## src/rtl/fsp_pkg.sv

```systemverilog
// Shared constants, frame kind type and register reset/protection tables
// for the frame-multiplexed serial port. Assumes a fixed 16-bit frame.
package fsp_pkg;

    localparam int WORD_W   = 16;
    localparam int ADDR_W   = 7;
    localparam int DATA_W   = 8;
    localparam int MODE_REG = 1;
    localparam int MODE_BIT = 0;

    typedef enum logic {
        FRM_DATA = 1'b0,
        FRM_CTRL = 1'b1
    } frame_kind_e;

    // Reset value of register idx.
    function automatic logic [DATA_W-1:0] reg_default(input int idx);
        case (idx)
            0:       return 8'h08;
            2:       return 8'hFF;
            3:       return 8'hFF;
            6:       return 8'h50;
            9:       return 8'h0A;
            10:      return 8'h22;
            11:      return 8'h12;
            13:      return 8'hC0;
            default: return 8'h00;
        endcase
    endfunction

    // Bits of register idx that writes cannot change.
    function automatic logic [DATA_W-1:0] reg_ro_mask(input int idx);
        return (idx == 6) ? 8'hF0 : 8'h00;
    endfunction

endpackage

```

## src/rtl/fsp_shifter.sv

```systemverilog
// Bit-level framing: counts the sixteen bit times after a frame-sync pulse,
// shifts sdin in, shifts the outgoing word out, and swaps in register read
// data at mid-frame of a control frame. Assumes fs is a single-cycle pulse.
module fsp_shifter
    import fsp_pkg::*;
(
    input  logic              clk,
    input  logic              rst_n,
    input  logic              fs,
    input  logic              sdin,
    input  logic              cur_ctrl,
    input  logic              load_ctrl,
    input  logic [WORD_W-1:0] rx_word,
    input  logic [DATA_W-1:0] rd_data,
    output logic              sdout,
    output logic              frame_done,
    output logic [WORD_W-1:0] frame_word,
    output logic [ADDR_W-1:0] rd_addr
);

    localparam int CNT_W = $clog2(WORD_W + 1);
    localparam logic [CNT_W-1:0] CNT_FULL = CNT_W'(WORD_W);
    localparam logic [CNT_W-1:0] CNT_ADDR = CNT_W'(DATA_W + 1);
    localparam logic [CNT_W-1:0] CNT_LAST = CNT_W'(1);

    logic [CNT_W-1:0]  cnt;
    logic [WORD_W-2:0] rx_sh;
    logic [WORD_W-1:0] tx_sh;

    // Bit counter, input shifter and output shifter.
    always_ff @(posedge clk) begin
        if (!rst_n) begin
            cnt   <= '0;
            rx_sh <= '0;
            tx_sh <= '0;
        end else begin
            if (cnt != '0) begin
                rx_sh <= {rx_sh[WORD_W-3:0], sdin};
            end
            if (fs) begin
                cnt   <= CNT_FULL;
                tx_sh <= load_ctrl ? '0 : rx_word;
            end else if (cnt != '0) begin
                cnt <= cnt - 1'b1;
                if (cur_ctrl && cnt == CNT_ADDR) begin
                    tx_sh <= {rd_data, {(WORD_W-DATA_W){1'b0}}};
                end else begin
                    tx_sh <= {tx_sh[WORD_W-2:0], 1'b0};
                end
            end
        end
    end

    // Frame completion and word views for the sequencer and register file.
    always_comb begin
        frame_done = (cnt == CNT_LAST);
        frame_word = {rx_sh, sdin};
        rd_addr    = {rx_sh[ADDR_W-2:0], sdin};
        sdout      = tx_sh[WORD_W-1];
    end

    p_sync_reload_r1: assert property (@(posedge clk) disable iff (!rst_n)
        fs |=> (cnt == CNT_FULL));
    p_count_down_r1: assert property (@(posedge clk) disable iff (!rst_n)
        (!fs && cnt != '0) |=> (cnt == $past(cnt) - 1'b1));

endmodule

```

## src/rtl/fsp_sequencer.sv

```systemverilog
// Frame-kind tracking: decides whether the next frame is data or control,
// publishes the received transmit sample with a strobe, and raises register
// writes. Assumes frame_done pulses once on each frame's last bit edge.
module fsp_sequencer
    import fsp_pkg::*;
(
    input  logic              clk,
    input  logic              rst_n,
    input  logic              frame_done,
    input  logic [WORD_W-1:0] frame_word,
    input  logic              hc_mode,
    output logic              cur_ctrl,
    output logic              load_ctrl,
    output logic [WORD_W-1:0] tx_sample,
    output logic              tx_valid,
    output logic              wr_en,
    output logic [ADDR_W-1:0] wr_addr,
    output logic [DATA_W-1:0] wr_data
);

    frame_kind_e kind_q;
    frame_kind_e kind_next;

    // Next kind: control only after a data frame in alternation or on request.
    always_comb begin
        if (kind_q == FRM_CTRL) begin
            kind_next = FRM_DATA;
        end else if (hc_mode || frame_word[0]) begin
            kind_next = FRM_CTRL;
        end else begin
            kind_next = FRM_DATA;
        end
        cur_ctrl  = (kind_q == FRM_CTRL);
        load_ctrl = frame_done ? (kind_next == FRM_CTRL) : cur_ctrl;
        wr_en     = frame_done && cur_ctrl && !frame_word[WORD_W-1];
        wr_addr   = frame_word[WORD_W-2 -: ADDR_W];
        wr_data   = frame_word[DATA_W-1:0];
    end

    // Kind register and transmit sample output.
    always_ff @(posedge clk) begin
        if (!rst_n) begin
            kind_q    <= FRM_DATA;
            tx_sample <= '0;
            tx_valid  <= 1'b0;
        end else begin
            tx_valid <= frame_done && !cur_ctrl;
            if (frame_done) begin
                kind_q <= kind_next;
                if (!cur_ctrl) begin
                    tx_sample <= frame_word;
                end
            end
        end
    end

    p_ctrl_then_data_r7: assert property (@(posedge clk) disable iff (!rst_n)
        (frame_done && cur_ctrl) |=> !cur_ctrl);
    p_sw_stays_data_r7: assert property (@(posedge clk) disable iff (!rst_n)
        (frame_done && !cur_ctrl && !hc_mode && !frame_word[0]) |=> !cur_ctrl);
    p_alternate_r8: assert property (@(posedge clk) disable iff (!rst_n)
        (frame_done && !cur_ctrl && hc_mode) |=> cur_ctrl);
    p_strobe_pulse_r2: assert property (@(posedge clk) disable iff (!rst_n)
        tx_valid |=> !tx_valid);

endmodule

```

## src/rtl/fsp_regfile.sv

```systemverilog
// Byte register file reached through control frames: reset defaults,
// write-protected bits, zero read-back outside the implemented range.
// Assumes a single write port and a combinational read port.
module fsp_regfile
    import fsp_pkg::*;
#(
    parameter int NUM_REGS = 15
) (
    input  logic              clk,
    input  logic              rst_n,
    input  logic              wr_en,
    input  logic [ADDR_W-1:0] wr_addr,
    input  logic [DATA_W-1:0] wr_data,
    input  logic [ADDR_W-1:0] rd_addr,
    output logic [DATA_W-1:0] rd_data,
    output logic              hc_mode
);

    logic [DATA_W-1:0] regs [NUM_REGS];

    // Register storage with reset defaults and protected bits.
    always_ff @(posedge clk) begin
        for (int i = 0; i < NUM_REGS; i++) begin
            if (!rst_n) begin
                regs[i] <= reg_default(i);
            end else if (wr_en && wr_addr == ADDR_W'(i)) begin
                regs[i] <= (wr_data & ~reg_ro_mask(i)) | (reg_default(i) & reg_ro_mask(i));
            end
        end
    end

    // Read mux; unmatched addresses return zero.
    always_comb begin
        rd_data = '0;
        for (int i = 0; i < NUM_REGS; i++) begin
            if (rd_addr == ADDR_W'(i)) begin
                rd_data = regs[i];
            end
        end
        hc_mode = regs[MODE_REG][MODE_BIT];
    end

    for (genvar g = 0; g < NUM_REGS; g++) begin : g_chk
        localparam logic [DATA_W-1:0] RO = reg_ro_mask(g);
        p_hold_unwritten_r6: assert property (@(posedge clk) disable iff (!rst_n)
            !(wr_en && wr_addr == ADDR_W'(g)) |=> $stable(regs[g]));
        if (RO != '0) begin : g_ro
            p_ro_bits_r11: assert property (@(posedge clk) disable iff (!rst_n)
                (wr_en && wr_addr == ADDR_W'(g)) |=> ((regs[g] & RO) == $past(regs[g] & RO)));
        end
    end

endmodule

```

## src/rtl/fmux_serial_port.sv

```systemverilog
// Top of the frame-multiplexed serial port: joins the bit shifter, the
// frame-kind sequencer and the register file. The serial clock is clk.
module fmux_serial_port
    import fsp_pkg::*;
#(
    parameter int NUM_REGS = 15
) (
    input  logic        clk,
    input  logic        rst_n,
    input  logic        fs,
    input  logic        sdin,
    output logic        sdout,
    input  logic [15:0] rx_sample,
    output logic [15:0] tx_sample,
    output logic        tx_valid
);

    logic              cur_ctrl;
    logic              load_ctrl;
    logic              frame_done;
    logic [WORD_W-1:0] frame_word;
    logic [ADDR_W-1:0] rd_addr;
    logic [DATA_W-1:0] rd_data;
    logic              hc_mode;
    logic              wr_en;
    logic [ADDR_W-1:0] wr_addr;
    logic [DATA_W-1:0] wr_data;

    fsp_shifter u_shift (
        .clk        (clk),
        .rst_n      (rst_n),
        .fs         (fs),
        .sdin       (sdin),
        .cur_ctrl   (cur_ctrl),
        .load_ctrl  (load_ctrl),
        .rx_word    (rx_sample),
        .rd_data    (rd_data),
        .sdout      (sdout),
        .frame_done (frame_done),
        .frame_word (frame_word),
        .rd_addr    (rd_addr)
    );

    fsp_sequencer u_seq (
        .clk        (clk),
        .rst_n      (rst_n),
        .frame_done (frame_done),
        .frame_word (frame_word),
        .hc_mode    (hc_mode),
        .cur_ctrl   (cur_ctrl),
        .load_ctrl  (load_ctrl),
        .tx_sample  (tx_sample),
        .tx_valid   (tx_valid),
        .wr_en      (wr_en),
        .wr_addr    (wr_addr),
        .wr_data    (wr_data)
    );

    fsp_regfile #(.NUM_REGS(NUM_REGS)) u_regs (
        .clk     (clk),
        .rst_n   (rst_n),
        .wr_en   (wr_en),
        .wr_addr (wr_addr),
        .wr_data (wr_data),
        .rd_addr (rd_addr),
        .rd_data (rd_data),
        .hc_mode (hc_mode)
    );

endmodule

```

## config.mk

```make
export PLATFORM = sky130hd
export DESIGN_NAME = fmux_serial_port
export DESIGN_NICKNAME = d
export VERILOG_FILES = /design/src/rtl/fsp_pkg.sv /design/src/rtl/fsp_shifter.sv /design/src/rtl/fsp_sequencer.sv /design/src/rtl/fsp_regfile.sv /design/src/rtl/fmux_serial_port.sv
export SDC_FILE = /design/constraint.sdc
export NUM_CORES = 1
export LEC_CHECK = 0
export ABC_CLOCK_PERIOD_IN_PS = 2300
export CORE_ASPECT_RATIO = 0.5
export CORE_UTILIZATION = 54
export DETAILED_ROUTE_END_ITERATION = 6
export HOLD_SLACK_MARGIN = 0.05
export PLACE_DENSITY_LB_ADDON = 0.08
export SLEW_MARGIN = 20
export SYNTH_ARGS = -nofsm -noshare
export SYNTH_HDL_FRONTEND = slang
export SYNTH_SLANG_ARGS = --single-unit
```

## constraint.sdc

```tcl
create_clock -name clk -period 2.3 [get_ports clk]
set_clock_uncertainty 0.05 [all_clocks]
set_input_delay 0.69 -clock clk [delete_from_list [all_inputs] [get_ports clk]]
set_output_delay 0.69 -clock clk [all_outputs]
set_load 0.05 [all_outputs]
```

==> results of run 1 <==
[layout by cell type (no fill, tap or decap), drive strengths merged, types with 13 or more instances in the layout]
master and n:
dfxtp 54, o21ai 42, inv 14, clkbuf 19, or3 14, nand3 15
buf 124, nor3 77, a21oi 61, nor2 54, a221oi 13, nand2 105
edfxtp 116, and2 45, clkdlybuf4s50 18, dlygate4sd2 17
[cell families after synthesis]
| family | count (synthesis) | share of synthesized area |
|---|---|---|
| flops | 170 | 0.571 |
| mux | 17 | 0.0294 |
| xor+xnor | 2 | 0.00219 |
| buf+inv | 76 | 0.0385 |
| simple gates | 351 | 0.217 |
| fa+ha+maj | 3 | 0.00470 |
| compound gates | 175 | 0.137 |
[per-layer routing]
layer,global-route usage,part of all wire,vias to the layer above
met1,0.480,0.44,3328
met5,0,0,-
met4,0.0949,0.019,0
met3,0.0868,0.10,41
met2,0.523,0.44,349
li1,-,-,3144
[cell type report]
cell class | count | area, µm²
Fill cell | 1088 | 4320
Clock buffer | 19 | 475
Clock inverter | 13 | 149
Timing Repair Buffer | 160 | 1410
Sequential cell | 170 | 4570
Tap cell | 198 | 248
Inverter | 9 | 33.8
Multi-Input combinational cell | 548 | 3250
[what timing repair did]
action	CTS	global route
endpoints found under the setup margin	38	154
setup buffers	0	4
gates resized for setup	27	32
pin swaps	0	6
[worst paths after layout]
| kind | from | to | slack, ps | depth (start not counted) |
|---|---|---|---|---|
| setup / recovery | u_shift.rx_sh[4] | u_shift.tx_sh[9] | 1 | 8 |
| hold / removal | u_seq.tx_sample[6] | u_seq.tx_sample[6] | 400 | 2 |
| setup reg to reg | u_shift.rx_sh[4] | u_shift.tx_sh[9] | 1 | 8 |
| hold reg to reg | u_seq.tx_sample[6] | u_seq.tx_sample[6] | 400 | 2 |
[state kept, by name, summed over array words and instances, names as in the netlist]
| signal | count |
|---|---|
| u_shift.tx_sh | 16 |
| u_seq.tx_valid | 1 |
| u_seq.cur_ctrl | 1 |
| u_shift.rx_sh | 15 |
| u_seq.tx_sample | 16 |
| u_regs.regs | 116 |
| u_shift.cnt | 5 |
[critical path, delay by kind of cell, from the launching register on]
kind | cells | cell delay (ps)
buf+inv | 2 | 300
simple gates | 2 | 700
compound gates | 4 | 790
flops | 1 | 370
[power groups by stage]
stage / clock network, mW / registers [mW] / logic (mW)
final: 3.03 / 3.44 / 1.23
after global routing: 3.14 / 3.45 / 1.31
after CTS: 3.03 / 3.44 / 1.17
after detailed placement: 0 / 3.51 / 1.15
after global placement: 0 / 3.51 / 1.14
after floorplan: 0 / 3.50 / 0.617
[per-stage QoR]
step / setup WS, ps / area, µm² / power [mW]
after floorplan: 52.0 / 8000 / 4.12
after global placement: -414 / 9360 / 4.65
after detailed placement: -419 / 9360 / 4.66
after CTS: -30.7 / 10000 / 7.63
after global routing: -63.9 / 10100 / 7.90
final: 1.19 / 10100 / 7.70
==> flow_summary_export.csv, run 1 <==
group,metric,value,unit
grt,grt_max_degree,46,
floorplanning,dieHeight,88.0,µm
logic_synthesis,synthTopCellsByCount,"edfxtp_1 (116), nand2_1 (105), nor3_1 (75), a21oi_1 (61)",
clocking,cts.sinks,170,
critical_path,required,2610,ps
place,io_buffers,37,
detailed_routing,wl_per_cell,22.7,µm
logic_synthesis,yosysSeqAreaShare,0.571,
timing,slew_violations,0,
timing,fin_crit,2300,ps
critical_path,slowest_stage,"o41ai_4",
critical_path,path_class,"flip-flop to flip-flop",
logic_synthesis,ys_types,61,
place,globalplace.congestion,0.959,
clocking,clk_pin_slew_worst_paths,80,ps
clocking,cts_buffers,17,
cells_and_area,diodes,0,
power_and_ir_drop,powerDensity,759,mW/mm²
power_and_ir_drop,swShare,0.281,
critical_path,start_kind,"flip-flop",
logic_synthesis,synth_flop_cell,"edfxtp_1",
power_and_ir_drop,seq_power_share,0.447,
critical_path,crit_fanout,4,
floorplanning,io_pins,38,
detailed_routing,viasPerCell,6.14,
floorplanning,start_util,0.553,
place,place_hpwl,17.6,mm
logic_synthesis,async_flop_share,0,
power_and_ir_drop,ir_worst_vdd,0.000618,V
clocking,cts_buffer_depth,2,
floorplanning,coreArea,0.0145,mm²
detailed_routing,wl,25.3,mm
logic_synthesis,yosys_warnings,0,
floorplanning,die_w,174,µm
detailed_routing,first_iter_violations,804,
clocking,ctsHoldBuffers,0,
cells_and_area,drive_gt1_frac,0.217,
power_and_ir_drop,pwr-share-clk,0.393,
logic_synthesis,yosysMostFrequentCell,"edfxtp_1",
logic_synthesis,synth_top_area_share,0.436,
logic_synthesis,synthTopCellsByArea,"edfxtp_1 (44%), dfxtp_1 (14%), nand2_1 (4.9%), nor3_1 (4.7%), a21oi_1 (3.8%)",
timing,finalHoldViolations,0,
floorplanning,num_rows,31,
place,placed_cells,1081,
timing,rsz0062_at_grt,"yes",
critical_path,arrival,2610,ps
flow_run,cap_violations,0,
cells_and_area,instances_no_fill,1117,
cells_and_area,nNetsFinal,929,
min_path,hp-class,"flip-flop to flip-flop",
timing,tightest_slew,865,ps
timing,max_clock_freq,435,MHz
detailed_routing,via_count,6862,
grt,grt_pass1_vias,6293,
timing,finalSetupTns,0,ps
detailed_routing,route.detailed.drc,0,
power_and_ir_drop,switching_power,2.16,mW
logic_synthesis,synth.cell_area,0.00800,mm²
logic_synthesis,syn_inst,794,
logic_synthesis,synth_enable_flop_cells,116,
clocking,clk_latency,440,ps
grt,track_usage,0.340,
logic_synthesis,avgSynthCellArea,10.1,µm²
timing,relSlewSlack,0.423,
clocking,h-tree-depth,4,
clocking,cts_tree,"done",
logic_synthesis,syn_nets,817,
timing,finalCritPeriodShare,0.999,
floorplanning,die-area,0.0153,mm²
grt,grt_pass1_wl,37.6,mm
grt,grt_overflow_total,0,
timing,setup-violations-final,0,
critical_path,slowest_delay,440,ps
power_and_ir_drop,leakage,3.61,nW
detailed_routing,ant_nets,0,
detailed_routing,dr.pass1.iters,7,
logic_synthesis,yosys.area.top_type,"edfxtp_1",
logic_synthesis,synth-seq-cells,170,
critical_path,crit_path_end_kind,"flip-flop",
timing,holdWs,403,ps
grt,antenna_found_initial,1,
cells_and_area,postLayoutCoreUtil,0.701,
status,status,"completed",
clocking,root_buffer,"clkbuf_16",
power_and_ir_drop,power.share.combinational,0.160,
critical_path,cp_cell_sequence,"buf_6 > or3_4 > nor3_4 > a31oi_4 > o41ai_4 > buf_4 > a311oi_2 > o22ai_1",
cells_and_area,area_delta_synth_final,26.9,%
power_and_ir_drop,p_int,5.53,mW
Note: power is estimated with default switching activity, not from simulation.
==> run 2, diff against run 1 <==
- HOLD_SLACK_MARGIN: 0.05 -> not set
==> results of run 2 <==
Final layout, timing and power as in run 1 (identical DEF).
==> run 3, diff against run 2 <==
- CTS_CLUSTER_DIAMETER: not set -> 100
==> results of run 3 <==
Final layout, timing and power as in run 1 (identical DEF).
